===== config.mk =====
export PLATFORM = sky130hd
export DESIGN_NAME = nbr_page_alloc
export DESIGN_NICKNAME = d
export VERILOG_FILES = /design/src/rtl/nbr_alloc_pkg.sv /design/src/rtl/nbr_hop_metric.sv /design/src/rtl/nbr_gain.sv /design/src/rtl/nbr_slot_store.sv /design/src/rtl/nbr_tile_judge.sv /design/src/rtl/nbr_page_alloc.sv
export SDC_FILE = /design/constraint.sdc
export NUM_CORES = 2
export LEC_CHECK = 0
export BUFFER_PORTS_ARGS = -buffer_cell sky130_fd_sc_hd__buf_2
export CAP_MARGIN = 30
export CORE_MARGIN = 2
export CORE_UTILIZATION = 60
export DETAILED_ROUTE_END_ITERATION = 10
export GPL_ROUTABILITY_DRIVEN = 0
export PLACE_DENSITY = 0.73
export SLEW_MARGIN = 15
export SYNTH_ARGS = -nofsm -noshare
export SYNTH_HDL_FRONTEND = slang
export SYNTH_HIERARCHICAL = 1
export SYNTH_SLANG_ARGS = --single-unit

===== constraint.sdc =====
create_clock -name clk -period 22.3 [get_ports clk]
set_clock_uncertainty 0.1 [all_clocks]
set_input_delay 1.115 -clock clk [delete_from_list [all_inputs] [get_ports clk]]
set_output_delay 1.115 -clock clk [all_outputs]
set_load 0.03 [all_outputs]

===== src/rtl/nbr_alloc_pkg.sv =====
package nbr_alloc_pkg;

    typedef enum logic [1:0] {
        EV_PLACE   = 2'd0,
        EV_EVICT   = 2'd1,
        EV_OFFCHIP = 2'd2
    } ev_kind_e;

    typedef enum logic [2:0] {
        ST_IDLE  = 3'd0,
        ST_SCAN  = 3'd1,
        ST_EVICT = 3'd2,
        ST_PLACE = 3'd3,
        ST_SPILL = 3'd4,
        ST_DRAIN = 3'd5
    } alloc_state_e;

endpackage


===== src/rtl/nbr_hop_metric.sv =====
// Manhattan hop distance between two tile indices of a row-major mesh.
module nbr_hop_metric #(
    parameter int MESH_X = 4,
    parameter int TILE_W = 4,
    parameter int HOP_W  = 3
) (
    input  logic [TILE_W-1:0] tile_a,
    input  logic [TILE_W-1:0] tile_b,
    output logic [HOP_W-1:0]  hops
);
    localparam logic [TILE_W-1:0] ROW_LEN = TILE_W'(MESH_X);

    logic [TILE_W-1:0] ax, ay, bx, by, dx, dy;

    always_comb begin
        ax   = tile_a % ROW_LEN;
        ay   = tile_a / ROW_LEN;
        bx   = tile_b % ROW_LEN;
        by   = tile_b / ROW_LEN;
        dx   = (ax >= bx) ? (ax - bx) : (bx - ax);
        dy   = (ay >= by) ? (ay - by) : (by - ay);
        hops = HOP_W'(dx) + HOP_W'(dy);
    end
endmodule


===== src/rtl/nbr_gain.sv =====
// Latency saved by holding a page on-chip at a given hop distance.
module nbr_gain #(
    parameter int CNT_W     = 16,
    parameter int HOP_W     = 3,
    parameter int COST_W    = 16,
    parameter int OFF_COST  = 90,
    parameter int BASE_COST = 1,
    parameter int HOP_COST  = 3,
    localparam int GAIN_W   = CNT_W + COST_W
) (
    input  logic [HOP_W-1:0]  hops,
    input  logic [CNT_W-1:0]  count,
    output logic [GAIN_W-1:0] gain
);
    logic [COST_W-1:0] near_cost;
    logic [COST_W-1:0] margin;

    always_comb begin
        near_cost = COST_W'(BASE_COST) + COST_W'(HOP_COST) * COST_W'(hops);
        margin    = (near_cost < COST_W'(OFF_COST)) ? (COST_W'(OFF_COST) - near_cost) : '0;
        gain      = GAIN_W'(count) * GAIN_W'(margin);
    end
endmodule


===== src/rtl/nbr_slot_store.sv =====
// Slot occupancy and owner table: one write port, one whole-tile read port, one lookup port.
module nbr_slot_store #(
    parameter int TILES  = 16,
    parameter int SLOTS  = 2,
    parameter int TILE_W = 4,
    parameter int SLOT_W = 1,
    parameter int APP_W  = 4,
    parameter int PAGE_W = 8,
    parameter int CNT_W  = 16
) (
    input  logic              clk,
    input  logic              rst_n,
    input  logic              wr_en,
    input  logic [TILE_W-1:0] wr_tile,
    input  logic [SLOT_W-1:0] wr_slot,
    input  logic [APP_W-1:0]  wr_app,
    input  logic [PAGE_W-1:0] wr_page,
    input  logic [TILE_W-1:0] wr_home,
    input  logic [CNT_W-1:0]  wr_cnt,
    input  logic [TILE_W-1:0] rd_tile,
    output logic [SLOTS-1:0]  rd_busy,
    output logic [APP_W-1:0]  rd_app  [SLOTS],
    output logic [PAGE_W-1:0] rd_page [SLOTS],
    output logic [TILE_W-1:0] rd_home [SLOTS],
    output logic [CNT_W-1:0]  rd_cnt  [SLOTS],
    input  logic [TILE_W-1:0] lk_tile,
    input  logic [SLOT_W-1:0] lk_slot,
    output logic              lk_busy,
    output logic [APP_W-1:0]  lk_app,
    output logic [PAGE_W-1:0] lk_page
);
    logic              busy_q [TILES][SLOTS];
    logic [APP_W-1:0]  app_q  [TILES][SLOTS];
    logic [PAGE_W-1:0] page_q [TILES][SLOTS];
    logic [TILE_W-1:0] home_q [TILES][SLOTS];
    logic [CNT_W-1:0]  cnt_q  [TILES][SLOTS];

    always_ff @(posedge clk) begin
        if (!rst_n) begin
            for (int t = 0; t < TILES; t++) begin
                for (int s = 0; s < SLOTS; s++) begin
                    busy_q[t][s] <= 1'b0;
                end
            end
        end else if (wr_en) begin
            busy_q[wr_tile][wr_slot] <= 1'b1;
        end
    end

    always_ff @(posedge clk) begin
        if (wr_en) begin
            app_q[wr_tile][wr_slot]  <= wr_app;
            page_q[wr_tile][wr_slot] <= wr_page;
            home_q[wr_tile][wr_slot] <= wr_home;
            cnt_q[wr_tile][wr_slot]  <= wr_cnt;
        end
    end

    always_comb begin
        for (int s = 0; s < SLOTS; s++) begin
            rd_busy[s] = busy_q[rd_tile][s];
            rd_app[s]  = app_q[rd_tile][s];
            rd_page[s] = page_q[rd_tile][s];
            rd_home[s] = home_q[rd_tile][s];
            rd_cnt[s]  = cnt_q[rd_tile][s];
        end
        lk_busy = busy_q[lk_tile][lk_slot];
        lk_app  = app_q[lk_tile][lk_slot];
        lk_page = page_q[lk_tile][lk_slot];
    end
endmodule


===== src/rtl/nbr_tile_judge.sv =====
// Evaluates every slot of the scanned tile in parallel and picks the lowest qualifying one.
module nbr_tile_judge #(
    parameter int MESH_X    = 4,
    parameter int SLOTS     = 2,
    parameter int TILE_W    = 4,
    parameter int SLOT_W    = 1,
    parameter int HOP_W     = 3,
    parameter int CNT_W     = 16,
    parameter int COST_W    = 16,
    parameter int OFF_COST  = 90,
    parameter int BASE_COST = 1,
    parameter int HOP_COST  = 3,
    localparam int GAIN_W   = CNT_W + COST_W
) (
    input  logic [TILE_W-1:0] scan_tile,
    input  logic [SLOTS-1:0]  slot_busy,
    input  logic [TILE_W-1:0] slot_home [SLOTS],
    input  logic [CNT_W-1:0]  slot_cnt  [SLOTS],
    input  logic [GAIN_W-1:0] new_gain,
    output logic              hit,
    output logic [SLOT_W-1:0] hit_slot,
    output logic              hit_busy
);
    logic [SLOTS-1:0] qual;

    for (genvar s = 0; s < SLOTS; s++) begin : g_slot
        logic [HOP_W-1:0]  old_hops;
        logic [GAIN_W-1:0] old_gain;

        nbr_hop_metric #(
            .MESH_X (MESH_X),
            .TILE_W (TILE_W),
            .HOP_W  (HOP_W)
        ) u_hops (
            .tile_a (slot_home[s]),
            .tile_b (scan_tile),
            .hops   (old_hops)
        );

        nbr_gain #(
            .CNT_W     (CNT_W),
            .HOP_W     (HOP_W),
            .COST_W    (COST_W),
            .OFF_COST  (OFF_COST),
            .BASE_COST (BASE_COST),
            .HOP_COST  (HOP_COST)
        ) u_gain (
            .hops  (old_hops),
            .count (slot_cnt[s]),
            .gain  (old_gain)
        );

        assign qual[s] = !slot_busy[s] || (new_gain > old_gain);
    end

    always_comb begin
        hit_slot = '0;
        for (int s = SLOTS - 1; s >= 0; s--) begin
            if (qual[s]) begin
                hit_slot = SLOT_W'(s);
            end
        end
        hit      = |qual;
        hit_busy = slot_busy[hit_slot];
    end
endmodule


===== src/rtl/nbr_page_alloc.sv =====
// Ring-by-ring page allocator for one entering application.
module nbr_page_alloc
    import nbr_alloc_pkg::*;
#(
    parameter int MESH_X     = 4,
    parameter int MESH_Y     = 4,
    parameter int SLOTS      = 2,
    parameter int APP_W      = 4,
    parameter int PAGE_W     = 8,
    parameter int CNT_W      = 16,
    parameter int COST_W     = 16,
    parameter int OFF_COST   = 90,
    parameter int BASE_COST  = 1,
    parameter int HOP_COST   = 3,
    parameter int RADIUS_MAX = 2,
    localparam int TILES     = MESH_X * MESH_Y,
    localparam int TILE_W    = (TILES > 1) ? $clog2(TILES) : 1,
    localparam int SLOT_W    = (SLOTS > 1) ? $clog2(SLOTS) : 1,
    localparam int HOP_W     = $clog2(MESH_X + MESH_Y),
    localparam int GAIN_W    = CNT_W + COST_W
) (
    input  logic              clk,
    input  logic              rst_n,
    input  logic              rec_valid,
    output logic              rec_ready,
    input  logic [APP_W-1:0]  rec_app,
    input  logic [TILE_W-1:0] rec_home,
    input  logic [PAGE_W-1:0] rec_page,
    input  logic [CNT_W-1:0]  rec_count,
    input  logic              rec_last,
    output logic              ev_valid,
    output logic [1:0]        ev_kind,
    output logic [APP_W-1:0]  ev_app,
    output logic [PAGE_W-1:0] ev_page,
    output logic [TILE_W-1:0] ev_tile,
    output logic [SLOT_W-1:0] ev_slot,
    input  logic [TILE_W-1:0] lk_tile,
    input  logic [SLOT_W-1:0] lk_slot,
    output logic              lk_busy,
    output logic [APP_W-1:0]  lk_app,
    output logic [PAGE_W-1:0] lk_page
);
    alloc_state_e state_q, state_d;

    // current record and search position
    logic [APP_W-1:0]  cur_app_q;
    logic [TILE_W-1:0] cur_home_q;
    logic [PAGE_W-1:0] cur_page_q;
    logic [CNT_W-1:0]  cur_cnt_q;
    logic              cur_last_q;
    logic [HOP_W-1:0]  ring_q;
    logic [TILE_W-1:0] scan_q;
    logic [SLOT_W-1:0] hit_slot_q;
    logic [APP_W-1:0]  vic_app_q;
    logic [PAGE_W-1:0] vic_page_q;

    // scanned tile view
    logic [SLOTS-1:0]  slot_busy;
    logic [APP_W-1:0]  slot_app  [SLOTS];
    logic [PAGE_W-1:0] slot_page [SLOTS];
    logic [TILE_W-1:0] slot_home [SLOTS];
    logic [CNT_W-1:0]  slot_cnt  [SLOTS];

    logic [HOP_W-1:0]  scan_hops;
    logic [GAIN_W-1:0] new_gain;
    logic              judge_hit;
    logic [SLOT_W-1:0] judge_slot;
    logic              judge_busy;

    logic rec_take;
    logic in_ring;
    logic take_slot;
    logic last_tile;
    logic last_ring;
    logic wr_en;

    nbr_hop_metric #(
        .MESH_X (MESH_X),
        .TILE_W (TILE_W),
        .HOP_W  (HOP_W)
    ) u_ring_dist (
        .tile_a (scan_q),
        .tile_b (cur_home_q),
        .hops   (scan_hops)
    );

    nbr_gain #(
        .CNT_W     (CNT_W),
        .HOP_W     (HOP_W),
        .COST_W    (COST_W),
        .OFF_COST  (OFF_COST),
        .BASE_COST (BASE_COST),
        .HOP_COST  (HOP_COST)
    ) u_new_gain (
        .hops  (ring_q),
        .count (cur_cnt_q),
        .gain  (new_gain)
    );

    nbr_slot_store #(
        .TILES  (TILES),
        .SLOTS  (SLOTS),
        .TILE_W (TILE_W),
        .SLOT_W (SLOT_W),
        .APP_W  (APP_W),
        .PAGE_W (PAGE_W),
        .CNT_W  (CNT_W)
    ) u_store (
        .clk     (clk),
        .rst_n   (rst_n),
        .wr_en   (wr_en),
        .wr_tile (scan_q),
        .wr_slot (hit_slot_q),
        .wr_app  (cur_app_q),
        .wr_page (cur_page_q),
        .wr_home (cur_home_q),
        .wr_cnt  (cur_cnt_q),
        .rd_tile (scan_q),
        .rd_busy (slot_busy),
        .rd_app  (slot_app),
        .rd_page (slot_page),
        .rd_home (slot_home),
        .rd_cnt  (slot_cnt),
        .lk_tile (lk_tile),
        .lk_slot (lk_slot),
        .lk_busy (lk_busy),
        .lk_app  (lk_app),
        .lk_page (lk_page)
    );

    nbr_tile_judge #(
        .MESH_X    (MESH_X),
        .SLOTS     (SLOTS),
        .TILE_W    (TILE_W),
        .SLOT_W    (SLOT_W),
        .HOP_W     (HOP_W),
        .CNT_W     (CNT_W),
        .COST_W    (COST_W),
        .OFF_COST  (OFF_COST),
        .BASE_COST (BASE_COST),
        .HOP_COST  (HOP_COST)
    ) u_judge (
        .scan_tile (scan_q),
        .slot_busy (slot_busy),
        .slot_home (slot_home),
        .slot_cnt  (slot_cnt),
        .new_gain  (new_gain),
        .hit       (judge_hit),
        .hit_slot  (judge_slot),
        .hit_busy  (judge_busy)
    );

    assign rec_take  = rec_valid && rec_ready;
    assign in_ring   = (scan_hops == ring_q);
    assign take_slot = (state_q == ST_SCAN) && in_ring && judge_hit;
    assign last_tile = (scan_q == TILE_W'(TILES - 1));
    assign last_ring = (ring_q == HOP_W'(RADIUS_MAX));
    assign wr_en     = (state_q == ST_PLACE);

    // state register
    always_ff @(posedge clk) begin
        if (!rst_n) begin
            state_q <= ST_IDLE;
        end else begin
            state_q <= state_d;
        end
    end

    // transitions
    always_comb begin
        state_d = state_q;
        unique case (state_q)
            ST_IDLE: begin
                if (rec_valid) state_d = ST_SCAN;
            end
            ST_SCAN: begin
                if (take_slot) begin
                    state_d = judge_busy ? ST_EVICT : ST_PLACE;
                end else if (last_tile && last_ring) begin
                    state_d = ST_SPILL;
                end
            end
            ST_EVICT: state_d = ST_PLACE;
            ST_PLACE: state_d = ST_IDLE;
            ST_SPILL: state_d = cur_last_q ? ST_IDLE : ST_DRAIN;
            ST_DRAIN: begin
                if (rec_valid) state_d = ST_SPILL;
            end
            default: state_d = ST_IDLE;
        endcase
    end

    // record, search position and victim capture
    always_ff @(posedge clk) begin
        if (!rst_n) begin
            cur_app_q  <= '0;
            cur_home_q <= '0;
            cur_page_q <= '0;
            cur_cnt_q  <= '0;
            cur_last_q <= 1'b0;
            ring_q     <= '0;
            scan_q     <= '0;
            hit_slot_q <= '0;
            vic_app_q  <= '0;
            vic_page_q <= '0;
        end else begin
            if (rec_take) begin
                cur_app_q  <= rec_app;
                cur_home_q <= rec_home;
                cur_page_q <= rec_page;
                cur_cnt_q  <= rec_count;
                cur_last_q <= rec_last;
                ring_q     <= '0;
                scan_q     <= '0;
            end else if (state_q == ST_SCAN) begin
                if (take_slot) begin
                    hit_slot_q <= judge_slot;
                    vic_app_q  <= slot_app[judge_slot];
                    vic_page_q <= slot_page[judge_slot];
                end else if (last_tile) begin
                    scan_q <= '0;
                    if (!last_ring) ring_q <= ring_q + 1'b1;
                end else begin
                    scan_q <= scan_q + 1'b1;
                end
            end
        end
    end

    // outputs
    always_comb begin
        rec_ready = 1'b0;
        ev_valid  = 1'b0;
        ev_kind   = EV_PLACE;
        ev_app    = cur_app_q;
        ev_page   = cur_page_q;
        ev_tile   = scan_q;
        ev_slot   = hit_slot_q;
        unique case (state_q)
            ST_IDLE:  rec_ready = 1'b1;
            ST_SCAN:  ;
            ST_EVICT: begin
                ev_valid = 1'b1;
                ev_kind  = EV_EVICT;
                ev_app   = vic_app_q;
                ev_page  = vic_page_q;
            end
            ST_PLACE: ev_valid = 1'b1;
            ST_SPILL: begin
                ev_valid = 1'b1;
                ev_kind  = EV_OFFCHIP;
                ev_tile  = '0;
                ev_slot  = '0;
            end
            ST_DRAIN: rec_ready = 1'b1;
            default:  ;
        endcase
    end
endmodule


== Word level (Yosys, flattened, before mapping) ==
Memory sizes are Yosys's and may differ from the RTL's. A register that Yosys moved wholly into a read port is not among the register bits.
Cells that the tools add are included.

* Eq/ne operators: 11
* Bitwise logic cells: 7
* Muxes and demuxes: 71
* Divide/modulo/power cells: 0
* Order comparisons: 16
* Add/subtract/negate cells: 23
* Reductions and logical operators: 19
* Shifts and indexed selects: 0
* $mul: 6

{| class="wikitable"
|+ Operators by type and width
! cell !! count
|-
| 16-bit by 16-bit multiplier with 32-bit output || 3
|-
| 4-bit 2-to-1 mux || 21
|-
| 16-bit 2-to-1 mux || 5
|-
| 8-bit 2-to-1 mux || 9
|-
| 32-bit greater-than comparator || 2
|-
| 2-bit by 2-bit subtractor with 3-bit output || 12
|-
| 3-bit 2-to-1 mux || 11
|-
| 32-bit 2-to-1 mux || 1
|-
| 1-bit by 5-bit adder with 6-bit output (first input constant) || 3
|-
| 16-bit demux with 1-bit select || 1
|-
| 16-bit by 7-bit < comparator with 1-bit output (second input constant) || 1
|-
| 7-bit by 16-bit subtractor with 16-bit output (first input constant) || 1
|-
| 7-bit by 6-bit subtractor with 8-bit output (first input constant) || 2
|-
| 2-bit by 3-bit multiplier with 5-bit output (first input constant) || 3
|-
| 1-bit 2-to-1 mux || 15
|-
| 3-bit case mux with 5 select lines || 1
|-
| 6-bit by 7-bit < comparator with 1-bit output (second input constant) || 2
|-
| 2-bit greater-or-equal comparator || 6
|-
| 3-bit adder || 3
|-
| 3-bit by 2-bit == test with 1-bit output (second input constant) || 3
|-
| 8-bit demux with 1-bit select || 1
|-
| 2-bit OR reduction || 4
|-
| 3-bit == test (second input constant) || 2
|-
| 2-bit greater-or-equal comparator (second input constant) || 3
|-
| 23 further kinds || 38
|}

* Latch bits: 0
* Flip-flop bits (word level): 56
* Bits in read-only memories: 0
* Memory bits (writable): 1056
* Memories kept: 5

{| class="wikitable"
|+ Memory list
! name !! depth !! width !! rd ports !! clocked after Yosys merged registers in !! wr ports !! RTL line !! text
|-
| u_store.cnt_q || 16 || 32 || 1 || 1 || 1 || nbr_slot_store.sv:36 || <nowiki>logic [CNT_W-1:0] cnt_q [TILES][SLOTS];</nowiki>
|-
| u_store.page_q || 16 || 16 || 2 || 1 || 1 || nbr_slot_store.sv:34 || <nowiki>logic [PAGE_W-1:0] page_q [TILES][SLOTS];</nowiki>
|-
| u_store.app_q || 16 || 8 || 2 || 1 || 1 || nbr_slot_store.sv:33 || <nowiki>logic [APP_W-1:0] app_q [TILES][SLOTS];</nowiki>
|-
| u_store.home_q || 16 || 8 || 1 || 1 || 1 || nbr_slot_store.sv:35 || <nowiki>logic [TILE_W-1:0] home_q [TILES][SLOTS];</nowiki>
|-
| u_store.busy_q || 16 || 2 || 2 || 1 || 16 || nbr_slot_store.sv:32 || <nowiki>logic busy_q [TILES][SLOTS];</nowiki>
|}

== Logic depth before layout (Yosys ltp) ==
* Depth in word-level cells: 17
* Depth in mapped cells: 53
* Mapped depth without buffers: 48

== By module ==
The synthesis kept the hierarchy.

{| class="wikitable"
|+ By module, submodules not included
! module !! cells each !! sequential area each (sq um) !! times used !! area each (sq um)
|-
| nbr_slot_store || 2006 || 31390.1 || 1 || 43559.3
|-
| nbr_gain at u_judge.g_slot[1].u_gain || 565 || 0.0 || 1 || 4690.7
|-
| nbr_gain at u_judge.g_slot[0].u_gain || 545 || 0.0 || 1 || 4559.4
|-
| nbr_gain at u_new_gain || 523 || 0.0 || 1 || 4459.3
|-
| nbr_page_alloc || 300 || 1121.1 || 1 || 2695.1
|-
| nbr_tile_judge || 233 || 0.0 || 1 || 1672.9
|-
| nbr_hop_metric || 34 || 0.0 || 3 || 311.5
|}

== Least setup slack after synthesis ==
OpenSTA, ideal clock, no wires.

* Path type: register to register
* From: register scan_q[1]
* To: register state_q[0]
* Arrival: 11.708 ns
* Period minus slack after synthesis: 11.928 ns
* Required time: 22.080 ns
* Path buffers: 3
* Setup slack: 10.372 ns
* Library setup time: 0.120 ns
* Stages on the path, launching flop included: 48
* Cells stage by stage: dfxtp_1 clkbuf_1 clkbuf_1 mux4_2 mux4_2 inv_1 ha_1 inv_1 fa_1 a21oi_1 mux2_2 fa_1 xnor3_1 inv_1 fa_1 inv_1 o21ai_0 xor2_1 (+12 left out) and2_1 a22oi_1 inv_1 a21o_1 o311a_1 nor3_2 inv_1 ha_1 nand4_1 nor4_1 nand2b_1 a31oi_1 nor2_1 nand3_1 inv_1 o41a_4 a32o_1 o2bb2ai_1

* Elaborated cells between the ends (all ways): 46
* Classes of those cells: add/sub (13); mul (4); order compare (7); eq/ne (3); mux (12); reduce/logical (7)

{| class="wikitable"
|+ RTL lines
! item !! RTL line !! text
|-
| from (decl) || nbr_page_alloc.sv:52 || <nowiki>logic [TILE_W-1:0] scan_q;</nowiki>
|-
| from (signal assigned) || nbr_page_alloc.sv:224 || <nowiki>scan_q <= scan_q + 1'b1;</nowiki>
|-
| 2-bit by 2-bit subtractor with 3-bit output / 2-bit greater-or-equal comparator (equally long branches) || nbr_hop_metric.sv:20 || <nowiki>dx = (ax >= bx) ? (ax - bx) : (bx - ax);</nowiki>
|-
| 3-bit 2-to-1 mux (*) || nbr_hop_metric.sv:20 ||
|-
| 3-bit adder (*) || nbr_hop_metric.sv:22 || <nowiki>hops = HOP_W'(dx) + HOP_W'(dy);</nowiki>
|-
| via u_judge.g_slot[0].old_hops[2] || nbr_tile_judge.sv:27 || <nowiki>logic [HOP_W-1:0] old_hops;</nowiki>
|-
| 2-bit by 3-bit multiplier with 5-bit output (*) || nbr_gain.sv:19 || <nowiki>near_cost = COST_W'(BASE_COST) + COST_W'(HOP_COST) * COST_W'(hops);</nowiki>
|-
| 1-bit by 5-bit adder with 6-bit output (*) || nbr_gain.sv:19 ||
|-
| 7-bit by 6-bit subtractor with 8-bit output / 6-bit by 7-bit < comparator with 1-bit output (equally long branches) || nbr_gain.sv:20 || <nowiki>margin = (near_cost < COST_W'(OFF_COST)) ? (COST_W'(OFF_COST) - near_cost) : '0;</nowiki>
|-
| 16-bit 2-to-1 mux (*) || nbr_gain.sv:20 ||
|-
| 16-bit by 16-bit multiplier with 32-bit output (*) || nbr_gain.sv:21 || <nowiki>gain = GAIN_W'(count) * GAIN_W'(margin);</nowiki>
|-
| via u_judge.g_slot[0].old_gain[22] || nbr_tile_judge.sv:28 || <nowiki>logic [GAIN_W-1:0] old_gain;</nowiki>
|-
| 32-bit greater-than comparator (*) || nbr_tile_judge.sv:53 || <nowiki>assign qual[s] = !slot_busy[s] || (new_gain > old_gain);</nowiki>
|-
| 1-bit logical OR (*) || nbr_tile_judge.sv:53 ||
|-
| 2-bit OR reduction (*) || nbr_tile_judge.sv:63 || <nowiki>hit = |qual;</nowiki>
|-
| via judge_hit || nbr_page_alloc.sv:66 || <nowiki>logic judge_hit;</nowiki>
|-
| 1-bit logical AND (*) || nbr_page_alloc.sv:155 || <nowiki>assign take_slot = (state_q == ST_SCAN) && in_ring && judge_hit;</nowiki>
|-
| 3-bit 2-to-1 mux / 3-bit inequality test (equally long branches) || -- ||
|-
| 3-bit case mux with 5 select lines / 3-bit AND reduction (equally long branches) || -- ||
|-
| to (signal assigned) || nbr_page_alloc.sv:165 || <nowiki>state_q <= state_d;</nowiki>
|-
| to (decl) || nbr_page_alloc.sv:43 || <nowiki>alloc_state_e state_q, state_d;</nowiki>
|}

The timed path passes the listed nets; every way through them passes the cells marked *. The select of a mux whose other input is x is not followed.
A chain may end at the register's enable or synchronous reset.

== Final worst setup path ==
* From: register scan_q[0]
* To: register state_q[0]

Same word-level chain as after synthesis.

==> impl_metrics.tcl <==
set metrics [dict create \
    outcome "finished, final reports clean" \
    hp-class "flip-flop to flip-flop" \
    synth_top_area_frac 0.491 \
    synth.distinct_cells 100 \
    cp.arrival_ps 14190 \
    netlist_area_um2 62600 \
    post-route-period-util 0.615 \
    hold_violations 0 \
    synth_compound_area_frac 0.0541 \
    ctsHoldBuffers 0 \
    crit_path_end_kind "flip-flop" \
    wirelength_um 156000 \
    syn_inst 4274 \
    synth-simple-area-share 0.0668 \
    antenna_left 0 \
    synth.area.top_cells "edfxtp_1 49%, mux4_2 10%, fa_1 7.3%" \
    root_buffer "clkbuf_16" \
    die_h_um 327 \
    slew_headroom 0.306 \
    rsz0062_at_grt "no" \
    grt_pass1_wl_um 235000 \
    cts.sinks 1112 \
    muxShareOfSynthArea 0.160 \
    area_growth_syn_to_layout_pct 9.04 \
    fin_tns_setup_ps 0 \
    rows 118 \
    grt_max_degree 116 \
    synth-xor-area-share 0.0104 \
    hpwlAfterDp_um 95500 \
    max_cap_violations 0 \
    period_minus_slack_ps 13720 \
    drt-met1-wl_um 61400 \
    slowest_delay_ps 780 \
    dp.cells 5637 \
    synth_edf_count 1024 \
    drive_gt1_frac 0.158 \
    grt_pass1_vias 38100 \
    detail_route.wl_per_cell_um 26.8 \
    insertion_delay_ps 690 \
    grt_overflow_total 0 \
    fin_nets 4984 \
    highest_layer "met4" \
    synth-adder-area-share 0.142 \
    layout_common_cells "1024 x edfxtp_1, 472 x inv_1, 343 x ha_1" \
    clk_pin_slew_ps 70 \
    cts_resized 0 \
    numPortBuffers 74 \
    dp_slack_ps 8500 \
    mostFrequentLayoutCell "edfxtp_1" \
    worst-endpoint-required_ps 22770 \
    placed_area_um2 64700 \
    met3_wirelength_um 12900 \
    critPathSlowestCell "dfxtp_4" \
    drtIter0Drc 3772 \
    postSynthAreaPerCell_um2 14.6 \
    via_per_inst 6.40 \
    tightest_slew_ps 1040 \
    yosys_warnings 6 \
    setup_ws_ps 8580 \
    post-cts-setup-buffers 0 \
    initial_core_util 0.605 \
    h-tree-depth 3 \
    met2_length_um 76000 \
    setup_viol 0 \
    cts_max_path_buffers 3 \
    io_pins 75 \
    grtUsageTotal 0.295 \
    num_vias 37300 \
    cts_buffers 101 \
    antenna_found_initial 3 \
    die_w_um 327 \
    yosysSeqAreaShare 0.520 \
    drc 0 \
    first_pass_iters 6 \
    yosysTopAreaCell "edfxtp_1" \
    final_cell_count_no_fill 5837 \
    path_max_fanout 42 \
    fmax_mhz 72.9 \
    cts_tree "done" \
    slew_viol_final 0 \
    synth.ff_latch_count 1112 \
    start_kind "flip-flop" \
    dieArea_um2 107000 \
    ys.flop_type "edfxtp_1" \
    async_flop_share 0 \
    synth_top_family_by_area "multiplexers" \
    core_um2 103000 \
    design_area_um2 68200 \
    critPathKind "flip-flop to flip-flop" \
]
[per-stage QoR]
stage / utilization / hold slack, ps
global placement: 0.623 / 344
global route: 0.659 / 391
floorplan: - / 344
finish: 0.659 / 354
CTS: 0.657 / 355
detailed placement: 0.625 / 346
[flip-flops by register name (all words and copies together) (netlist names), 8 cells and up]
name,cells
cur_cnt_q,16
cur_page_q,8
u_store/app_q,128
u_store/busy_q,32
u_store/cnt_q,512
u_store/home_q,128
u_store/page_q,256
vic_page_q,8
[cell type report]
| type | count | area [µm²] |
|---|---|---|
| tap | 1380 | 1730 |
| clock inverter | 56 | 607 |
| clock buffer | 131 | 2740 |
| timing repair buffer | 178 | 1370 |
| antenna | 1 | 2.50 |
| fill | 7219 | 35300 |
| multi-input combinational | 2507 | 27500 |
| sequential | 1112 | 32500 |
| inverter | 472 | 1770 |
[cells by family after synthesis]
| family | after synthesis |
|---|---|
| simple gates | 810 |
| xor+xnor | 68 |
| buf+inv | 673 |
| fa+ha+maj | 571 |
| mux | 569 |
| flops | 1112 |
| compound gates | 468 |
| other cells | 3 |
[metal layers]
layer,vias to the layer above,GRT usage
li1,16000,-
met1,19100,0.400
met3,330,0.0401
met4,0,0.108
met5,-,0
met2,1867,0.494
[worst max-delay path, delay by kind of cell (launching register included)]
kind,cells,cell delay [ps]
mux,3,1450
flops,1,780
fa+ha+maj,12,4500
buf+inv,10,1400
compound gates,7,1340
xor+xnor,3,960
simple gates,13,3030
[path summary, 6_finish.rpt]
kind / start / slack, ps / cells after the start / end
min: cur_cnt_q[10] / 350 / 2 / cur_cnt_q[10]
max: scan_q[0] / 8580 / 48 / state_q[0]
min reg2reg: cur_cnt_q[10] / 350 / 2 / cur_cnt_q[10]
max reg2reg: scan_q[0] / 8580 / 48 / state_q[0]
[Yosys cell counts, types with 30 or more instances]
| master | count |
|---|---|
| nand4_1 | 34 |
| mux4_2 | 278 |
| ha_1 | 343 |
| dfxtp_1 | 88 |
| inv_1 | 472 |
| a21o_1 | 36 |
| mux4_1 | 52 |
| buf_6 | 30 |
| a21boi_1 | 33 |
| nand2b_1 | 59 |
| nor2b_1 | 108 |
| clkbuf_1 | 104 |
| nor2_1 | 88 |
| a21oi_1 | 113 |
| edfxtp_1 | 1024 |
| o21a_1 | 40 |
| fa_1 | 228 |
| buf_2 | 37 |
| and2_1 | 109 |
| xnor2_1 | 40 |
| nand3_1 | 52 |
| nand2_1 | 274 |
| a22oi_1 | 54 |
| mux2i_1 | 224 |
| o21ai_0 | 33 |
Power is not shown: default switching activity piles up to over one toggle a cycle in this logic, so the estimate is an artifact.
